## config.mk

```make
export PLATFORM = sky130hd
export DESIGN_NAME = exc_ctrl_unit
export DESIGN_NICKNAME = d
export VERILOG_FILES = /design/src/rtl/exc_pkg.sv /design/src/rtl/exc_arbiter.sv /design/src/rtl/exc_vector_gen.sv /design/src/rtl/exc_regs.sv /design/src/rtl/exc_ctrl_unit.sv
export SDC_FILE = /design/constraint.sdc
export NUM_CORES = 1
export LEC_CHECK = 0
export CAP_MARGIN = 30
export CORE_MARGIN = 2
export CORE_UTILIZATION = 34
export DETAILED_ROUTE_END_ITERATION = 8
export HOLD_SLACK_MARGIN = 0.12
export PLACE_DENSITY = 0.79
export SLEW_MARGIN = 20
export SYNTH_ARGS = -nofsm -noshare
export SYNTH_HDL_FRONTEND = slang
export SYNTH_SLANG_ARGS = --single-unit
```

## constraint.sdc

```tcl
create_clock -name clk -period 2.32 [get_ports clk]
set_input_delay 0.58 -clock clk [delete_from_list [all_inputs] [get_ports clk]]
set_output_delay 0.58 -clock clk [all_outputs]
set_load 0.02 [all_outputs]
```

## src/rtl/exc_pkg.sv

```systemverilog
package exc_pkg;
    typedef enum logic [1:0] {
        SEL_NONE = 2'd0,
        SEL_EX   = 2'd1,
        SEL_ID   = 2'd2
    } exc_sel_e;

    localparam int CODE_UNDEF = 0;
    localparam int CODE_OVF   = 1;
endpackage

```

## src/rtl/exc_arbiter.sv

```systemverilog
module exc_arbiter
    import exc_pkg::*;
#(
    parameter int XLEN    = 32,
    parameter int CAUSE_W = 1
) (
    input  logic               id_valid,
    input  logic               id_undef,
    input  logic [XLEN-1:0]    id_pc,
    input  logic               ex_valid,
    input  logic               ex_ovf,
    input  logic [XLEN-1:0]    ex_pc,
    output exc_sel_e           sel,
    output logic               take,
    output logic [XLEN-1:0]    win_pc,
    output logic [CAUSE_W-1:0] win_cause
);
    logic ex_req;
    logic id_req;

    assign ex_req = ex_valid & ex_ovf;
    assign id_req = id_valid & id_undef;

    // The execute stage holds the older instruction, so it wins.
    always_comb begin
        if (ex_req)      sel = SEL_EX;
        else if (id_req) sel = SEL_ID;
        else             sel = SEL_NONE;
    end

    always_comb begin
        take      = 1'b0;
        win_pc    = '0;
        win_cause = '0;
        unique case (sel)
            SEL_EX: begin
                take      = 1'b1;
                win_pc    = ex_pc;
                win_cause = CAUSE_W'(CODE_OVF);
            end
            SEL_ID: begin
                take      = 1'b1;
                win_pc    = id_pc;
                win_cause = CAUSE_W'(CODE_UNDEF);
            end
            default: begin
                take      = 1'b0;
            end
        endcase
    end
endmodule

```

## src/rtl/exc_vector_gen.sv

```systemverilog
module exc_vector_gen #(
    parameter int          XLEN        = 32,
    parameter int          CAUSE_W     = 1,
    parameter bit          VECTORED    = 1'b0,
    parameter logic [31:0] FIXED_ENTRY = 32'h8000_0180,
    parameter logic [31:0] VEC_BASE    = 32'hC000_0000,
    parameter int          STRIDE_SH   = 5
) (
    input  logic [CAUSE_W-1:0] cause,
    output logic [XLEN-1:0]    entry
);
    generate
        if (VECTORED) begin : g_vec
            logic [XLEN-1:0] offset;
            assign offset = XLEN'(cause) << STRIDE_SH;
            assign entry  = XLEN'(VEC_BASE) + offset;
        end else begin : g_fixed
            logic unused_cause;
            assign unused_cause = ^cause;
            assign entry        = XLEN'(FIXED_ENTRY);
        end
    endgenerate
endmodule

```

## src/rtl/exc_regs.sv

```systemverilog
module exc_regs #(
    parameter int XLEN    = 32,
    parameter int CAUSE_W = 1
) (
    input  logic               clk,
    input  logic               rst_n,
    input  logic               wr_en,
    input  logic [XLEN-1:0]    pc_in,
    input  logic [CAUSE_W-1:0] cause_in,
    output logic [XLEN-1:0]    epc_q,
    output logic [CAUSE_W-1:0] cause_q
);
    localparam logic [XLEN-1:0] PC_STEP = XLEN'(4);

    always_ff @(posedge clk or negedge rst_n) begin
        if (!rst_n) begin
            epc_q   <= '0;
            cause_q <= '0;
        end else if (wr_en) begin
            epc_q   <= pc_in + PC_STEP;
            cause_q <= cause_in;
        end
    end
endmodule

```

## src/rtl/exc_ctrl_unit.sv

```systemverilog
module exc_ctrl_unit
    import exc_pkg::*;
#(
    parameter int          XLEN        = 32,
    parameter bit          VECTORED    = 1'b0,
    parameter logic [31:0] FIXED_ENTRY = 32'h8000_0180,
    parameter logic [31:0] VEC_BASE    = 32'hC000_0000,
    parameter int          STRIDE_SH   = 5
) (
    input  logic            clk,
    input  logic            rst_n,
    input  logic            id_valid,
    input  logic            id_undef,
    input  logic [XLEN-1:0] id_pc,
    input  logic            ex_valid,
    input  logic            ex_ovf,
    input  logic [XLEN-1:0] ex_pc,
    input  logic            br_redirect,
    input  logic [XLEN-1:0] br_target,
    output logic            redirect,
    output logic [XLEN-1:0] redirect_pc,
    output logic            flush_if,
    output logic            flush_id,
    output logic            flush_ex,
    output logic            ex_wb_suppress,
    output logic [XLEN-1:0] epc_q,
    output logic [0:0]      cause_q
);
    localparam int CAUSE_W = 1;

    exc_sel_e           sel;
    logic               take;
    logic [XLEN-1:0]    win_pc;
    logic [CAUSE_W-1:0] win_cause;
    logic [XLEN-1:0]    entry;

    exc_arbiter #(.XLEN(XLEN), .CAUSE_W(CAUSE_W)) u_arb (
        .id_valid  (id_valid),
        .id_undef  (id_undef),
        .id_pc     (id_pc),
        .ex_valid  (ex_valid),
        .ex_ovf    (ex_ovf),
        .ex_pc     (ex_pc),
        .sel       (sel),
        .take      (take),
        .win_pc    (win_pc),
        .win_cause (win_cause)
    );

    exc_vector_gen #(
        .XLEN        (XLEN),
        .CAUSE_W     (CAUSE_W),
        .VECTORED    (VECTORED),
        .FIXED_ENTRY (FIXED_ENTRY),
        .VEC_BASE    (VEC_BASE),
        .STRIDE_SH   (STRIDE_SH)
    ) u_vec (
        .cause (win_cause),
        .entry (entry)
    );

    exc_regs #(.XLEN(XLEN), .CAUSE_W(CAUSE_W)) u_regs (
        .clk      (clk),
        .rst_n    (rst_n),
        .wr_en    (take),
        .pc_in    (win_pc),
        .cause_in (win_cause),
        .epc_q    (epc_q),
        .cause_q  (cause_q)
    );

    // Flush control: the faulting stage and every younger stage.
    always_comb begin
        flush_if       = 1'b0;
        flush_id       = 1'b0;
        flush_ex       = 1'b0;
        ex_wb_suppress = 1'b0;
        unique case (sel)
            SEL_EX: begin
                flush_if       = 1'b1;
                flush_id       = 1'b1;
                flush_ex       = 1'b1;
                ex_wb_suppress = 1'b1;
            end
            SEL_ID: begin
                flush_if = 1'b1;
                flush_id = 1'b1;
            end
            default: begin
                flush_if = 1'b0;
            end
        endcase
    end

    // The handler entry outranks a branch target.
    assign redirect    = take | br_redirect;
    assign redirect_pc = take ? entry : br_target;
endmodule

```

# Word level (Yosys, flattened, before mapping)

Index checks and enable logic that the tools add are counted.

Add/subtract/negate cells: 1
Equal/unequal tests: 2
Multiplexer cells: 6
Bitwise logic cells: 3
Reduce and logical (&&, ||, !) cells: 1

Operator list:

| operator                                                               | number |
|---|---|
| 32-bit one-hot mux with 2 select lines                                 | 1 |
| 32-bit by 3-bit adder with 32-bit output (second input constant)       | 1 |
| 32-bit 2-to-1 mux                                                      | 1 |
| 2-bit 2-to-1 mux                                                       | 2 |
| 1-bit AND                                                              | 2 |
| 2-bit by 1-bit equality test with 1-bit output (second input constant) | 1 |
| 2-bit equality test (second input constant)                            | 1 |
| 1-bit 2-to-1 mux                                                       | 2 |
| 2-bit OR reduction                                                     | 1 |
| 1-bit OR                                                               | 1 |

Bits in registers: 33
Input port bits: 103
Output and inout port bits: 70
Word-level logic and storage cells: 15

# Longest topological paths before layout

Gate-level depths: netlist of run 1.

Depth after elaboration: 7
Mapped depth: 15
Depth with buffers taken out: 11

# Hierarchy

A second synthesis of run 1 with hierarchy kept.

Cells, all modules: 392
Area total of the unflattened synthesis: 3,390.8 um^2

By module, submodules not included:

| module         | instances | cells an instance | area an instance (um^2) | sequential area each (um^2) |
|---|---|---|---|---|
| exc_regs       | 1         | 194               | 1,820.5                 | 825.8 |
| exc_arbiter    | 1         | 122               | 740.7                   | 0.0 |
| exc_ctrl_unit  | 1         | 42                | 581.8                   | 0.0 |
| exc_vector_gen | 1         | 34                | 247.7                   | 0.0 |

# Worst setup path after synthesis of run 1

Ideal clock, no wire load.

Path type: input to register
From: input port ex_valid
To: register u_regs.epc_q[18]
Library setup time: 0.126 ns
Arrival: 3.261 ns
Data required time: 2.194 ns
Slack: -1.067 ns
Cell stages on the path: 13
Buffers on the path: 4
Path through: nand2_2 inv_2 buf_2 buf_2 buf_2 buf_1 a22o_1 ha_1 inv_1 a221oi_2 o211ai_1 xnor2_1 a221o_1

Longest elaborated chain between the ends: 5
Elaborated cells between the ends (all ways): 8
Those cells by class: add/sub (1); eq/ne (2); mux (3); bitwise (1); reduce/logical (1)

Ends and longest elaborated chain:

| element                                                                               | RTL line                          | RTL |
|---|---|---|
| start: declaration                                                                    | exc_ctrl_unit.sv:15               | `input logic ex_valid,` |
| 1-bit AND (*)                                                                         | exc_arbiter.sv:21                 | `assign ex_req = ex_valid & ex_ovf;` |
| 2-bit 2-to-1 mux (*)                                                                  | exc_arbiter.sv:26                 | `if (ex_req) sel = SEL_EX;` |
| 2-bit equality test or 2-bit by 1-bit equality test with 1-bit output (tied branches) | exc_arbiter.sv:35                 | `unique case (sel)` |
| 32-bit one-hot mux with 2 select lines or 2-bit OR reduction (tied branches)          | n/a                               |  |
| 32-bit by 3-bit adder with 32-bit output or 1-bit 2-to-1 mux (tied branches)          | exc_regs.sv:20, exc_arbiter.sv:35 |  |
| end signal: assignment                                                                | exc_regs.sv:20                    | `epc_q <= pc_in + PC_STEP;` |
| end: declaration                                                                      | exc_regs.sv:10                    | `output logic [XLEN-1:0] epc_q,` |

Every way passes the cells marked *; elsewhere a longest branch is shown, timed or not.
A chain may end at the register's enable or synchronous reset.

# Worst setup path in the final report of run 1

From: input port ex_ovf
To: register u_regs.epc_q[19]

Longest elaborated chain between the ends: 5
Elaborated cells between the ends (all ways): 8
Those cells by class: add/sub (1); eq/ne (2); mux (3); bitwise (1); reduce/logical (1)

Ends and longest elaborated chain:

| element                                                                               | RTL line                          | RTL |
|---|---|---|
| start: declaration                                                                    | exc_ctrl_unit.sv:16               | `input logic ex_ovf,` |
| 1-bit AND (*)                                                                         | exc_arbiter.sv:21                 |  |
| 2-bit 2-to-1 mux (*)                                                                  | exc_arbiter.sv:26                 |  |
| 2-bit equality test or 2-bit by 1-bit equality test with 1-bit output (tied branches) | exc_arbiter.sv:35                 |  |
| 32-bit one-hot mux with 2 select lines or 2-bit OR reduction (tied branches)          | n/a                               |  |
| 32-bit by 3-bit adder with 32-bit output or 1-bit 2-to-1 mux (tied branches)          | exc_regs.sv:20, exc_arbiter.sv:35 |  |

Marks and branches as above.

==> run_results.csv, run 1 <==
group,metric,value,unit
pwr,clkPwrFrac,0.226,
pwr,p_int,0.00146,W
status,violations,"setup timing",
grt,grt_pass1_wl,18.4,mm
logic_synthesis,synthAdderAreaFrac,0.00444,
route,vias,3856,
logic_synthesis,netlist_instances,355,
cts,cts_hold_buffers,0,
logic_synthesis,synth_area_leader_cell,"dfrtp_1",
timing,final_hold_viol_count,0,
logic_synthesis,ys_seq_area_frac,0.293,
logic_synthesis,synthSimpleGateAreaFrac,0.318,
timing,clock.fmax,408,MHz
logic_synthesis,synth-edff-count,0,
logic_synthesis,synth-compound-area-share,0.192,
cts,cts_sinks,33,
die,core-area,8130,um^2
cells_and_area,mostFrequentLayoutCells,"clkdlybuf4s50_1, buf_4, nand2_1",
logic_synthesis,ys_warn_count,0,
route,drt_iter0_markers,203,
flow_run,cap_violations,0,
timing,period_minus_slack,2450,ps
route,final_antenna_net_count,0,
die,dieArea,9030,um^2
critical_path,crit_required,2540,ps
timing,timing.final.ws_setup,-131,ps
cts,insertion_delay,280,ps
timing,finalSetupViolations,26,
timing,max_slew_margin,0.691,
pwr,pwr-share-seq,0.315,
cells_and_area,syn_to_final_growth,107,%
route,wl_per_cell,16.6,um
critical_path,cp-start-kind,"input pin",
route,top_layer,"met4",
route,drt_wl_total,12.1,mm
pwr,power.density,382,nW/um^2
cells_and_area,fin_area,5820,um^2
placed_design,place_area,5380,um^2
timing,fin_setup_tns,-1450,ps
pwr,power.total,0.00222,W
pwr,power.switching,0.000758,W
timing,rsz0062_at_grt,"true",
route,firstDrtPassIters,4,
hold_path,hold_path.class,"flop to flop",
critical_path,critPathKind,"input pin to flop",
grt,antenna_found_initial,0,
hold_path,hold_depth,2,
cts,clk_pin_slew_worst_paths,70,ps
cells_and_area,antenna_cells,0,
cts,clk_path_buf_depth,2,
logic_synthesis,synth.top_cells.by_area,"dfrtp_1, and3_1, xnor2_1",
route,viasPerCell,5.28,
placed_design,gp_congestion,0.903,
cells_and_area,drive_above_1_share,0.301,
pwr,vdd_drop_max,0.000211,V
status,status,"finished, violations left",
placed_design,portBuffers,172,
cells_and_area,fill_cells,612,
grt,track_usage,0.263,
die,ios,173,
die,num_rows,33,
critical_path,reg2reg_depth,2,
logic_synthesis,synth-xor-area-share,0.137,
logic_synthesis,synth_mux_area_frac,0.0107,
cts,cts_buffers,5,
die,initial_core_util,0.346,
die,die_y,95.0,um
logic_synthesis,synth_cell_type_count,51,
logic_synthesis,syn-cell-area,2820,um^2
logic_synthesis,synthFlopType,"dfrtp_1",
logic_synthesis,ys_async_sr_fraction,1.00,
critical_path,cp.arrival,2670,ps
pwr,power_switching_share,0.341,
cts,htreeDepth,2,
grt,grt_max_degree,42,
timing,worst_pin_slew,463,ps
placed_design,hpwl,9.31,mm
logic_synthesis,synth_top_family_by_area,"simple AND/OR/NAND/NOR gates",
route,drc_errors,0,
timing,period_share,1.06,
logic_synthesis,syn_nets,459,
cts,cts_tree,"yes",
logic_synthesis,ys_seq_elements,33,
timing,slew_viol_final,0,
cells_and_area,final_common_cell,"clkdlybuf4s50_1",
pwr,p_leak,2.74,nW
logic_synthesis,yosys.area.top_type_share,0.293,
grt,grt_pass1_vias,3826,
cells_and_area,finalNetCount,728,
route,wl_met1,4.65,mm
pwr,power_frac_comb,0.459,
die,fp.dieW,95.0,um
critical_path,worst-path-max-fanout,6,
placed_design,dp_slack,-988,ps
route,wl_met3,929,um
timing,holdWs,473,ps
cts,cts_root_buffer,"clkbuf_8",
logic_synthesis,syn_area_per_cell,7.93,um^2
grt,grt_overflow,0,
critical_path,endpoint_kind,"flop",
route,wl_met2,6.26,mm
timing,skew,0,ps
cell families (layout without fill, tap and decap cells):
family | count (synthesis) | in the layout
buffers and inverters | 30 | 300
and+or+nand+nor | 170 | 170
DFF | 33 | 33
adders and majority gates | 1 | 1
xor gates and xnor gates | 44 | 44
muxes | 3 | 3
AOI/OAI and AO/OA | 74 | 74
Yosys cell counts (all sizes together), types with 3 or more instances:
master,instances
a221oi,3
buf,8
a31oi,5
nand2,55
nor3,3
dfrtp,33
nand3,13
nand4,10
a22o,6
inv,4
or3,10
o211ai,5
o21ai,18
a22oi,5
and2,5
a221o,6
nand2b,5
a21oi,8
mux2i,3
clkbuf,18
and3,41
nor2,22
xor2,19
o22ai,5
xnor2,25
final timing paths:
kind	start	to	slack [ps]
hold reg to reg	u_regs.cause_q	u_regs.cause_q	470
max in group asynchronous	rst_n	u_regs.epc_q[14]	1280
setup / recovery	ex_ovf	u_regs.epc_q[19]	-130
setup reg to reg	u_regs.epc_q[14]	u_regs.epc_q[14]	1470
hold / removal	u_regs.cause_q	u_regs.cause_q	470
min in group asynchronous	rst_n	u_regs.epc_q[28]	690
layer usage:
| layer | up-vias | track usage |
|---|---|---|
| met1 | 1829 | 0.288 |
| met3 | 25 | 0.0569 |
| met2 | 177 | 0.493 |
| li1 | 1825 | - |
| met4 | 0 | 0.0978 |
| met5 | - | 0 |
area by class of cell:
type	instances	area [um^2]	share of cell area
Sequential cell	33	826	0.142
Clock inverter	1	5.00	0.000860
Inverter	4	20.0	0.00344
Clock buffer	7	96.3	0.0166
Timing Repair Buffer	288	2640	0.454
Tap cell	105	131	0.0226
Multi-Input combinational cell	292	2100	0.360
power by group through the flow:
stage / Clock, W / Sequential [W] / Combinational (W)
after floorplan: 0 / 0.000800 / 0.000320
after global placement: 0 / 0.000709 / 0.00100
after detailed placement: 0 / 0.000709 / 0.00102
after CTS: 0.000513 / 0.000700 / 0.00101
after global routing: 0.000545 / 0.000709 / 0.00109
final: 0.000503 / 0.000700 / 0.00102
through the flow:
stage | util | cells
5_1_grt | 0.715 | 730
4_1_cts | 0.688 | 722
6_report | 0.715 | 730
3_5_place_dp | 0.661 | 705
2_1_floorplan | - | 355
3_3_place_gp | 0.661 | 705
critical path, stage by stage:
cell      delay, ps
buf_8           100
nand2_8          80
inv_4            40
or4_4           470
a221o_2         420
buf_6           160
or3_4           390
xor2_1          150
o21ai_1         120
a21boi_2        150
flip-flops by register name (all words and copies together) (netlist names):
register	cells
u_regs.epc_q	32
u_regs.cause_q	1
timing repair:
action | in CTS | in global routing
resized for setup | 124 | 54
gates cloned | 0 | 0
setup buffers | 10 | 9
pin swaps | 26 | 31
endpoints found under the setup margin | 63 | 41
hold endpoints to repair | 0 | 0
(Power assumes the default switching activity.)
==> run 2, diff against run 1 <==
--- a/config.mk
+++ b/config.mk
@@ -11,7 +11,7 @@
 export DETAILED_ROUTE_END_ITERATION = 8
 export HOLD_SLACK_MARGIN = 0.12
 export PLACE_DENSITY = 0.79
-export SLEW_MARGIN = 20
+export SLEW_MARGIN = 40
 export SYNTH_ARGS = -nofsm -noshare
 export SYNTH_HDL_FRONTEND = slang
 export SYNTH_SLANG_ARGS = --single-unit
==> results of run 2 <==
No change in the layout: final DEF, timing and power equal those of run 1.
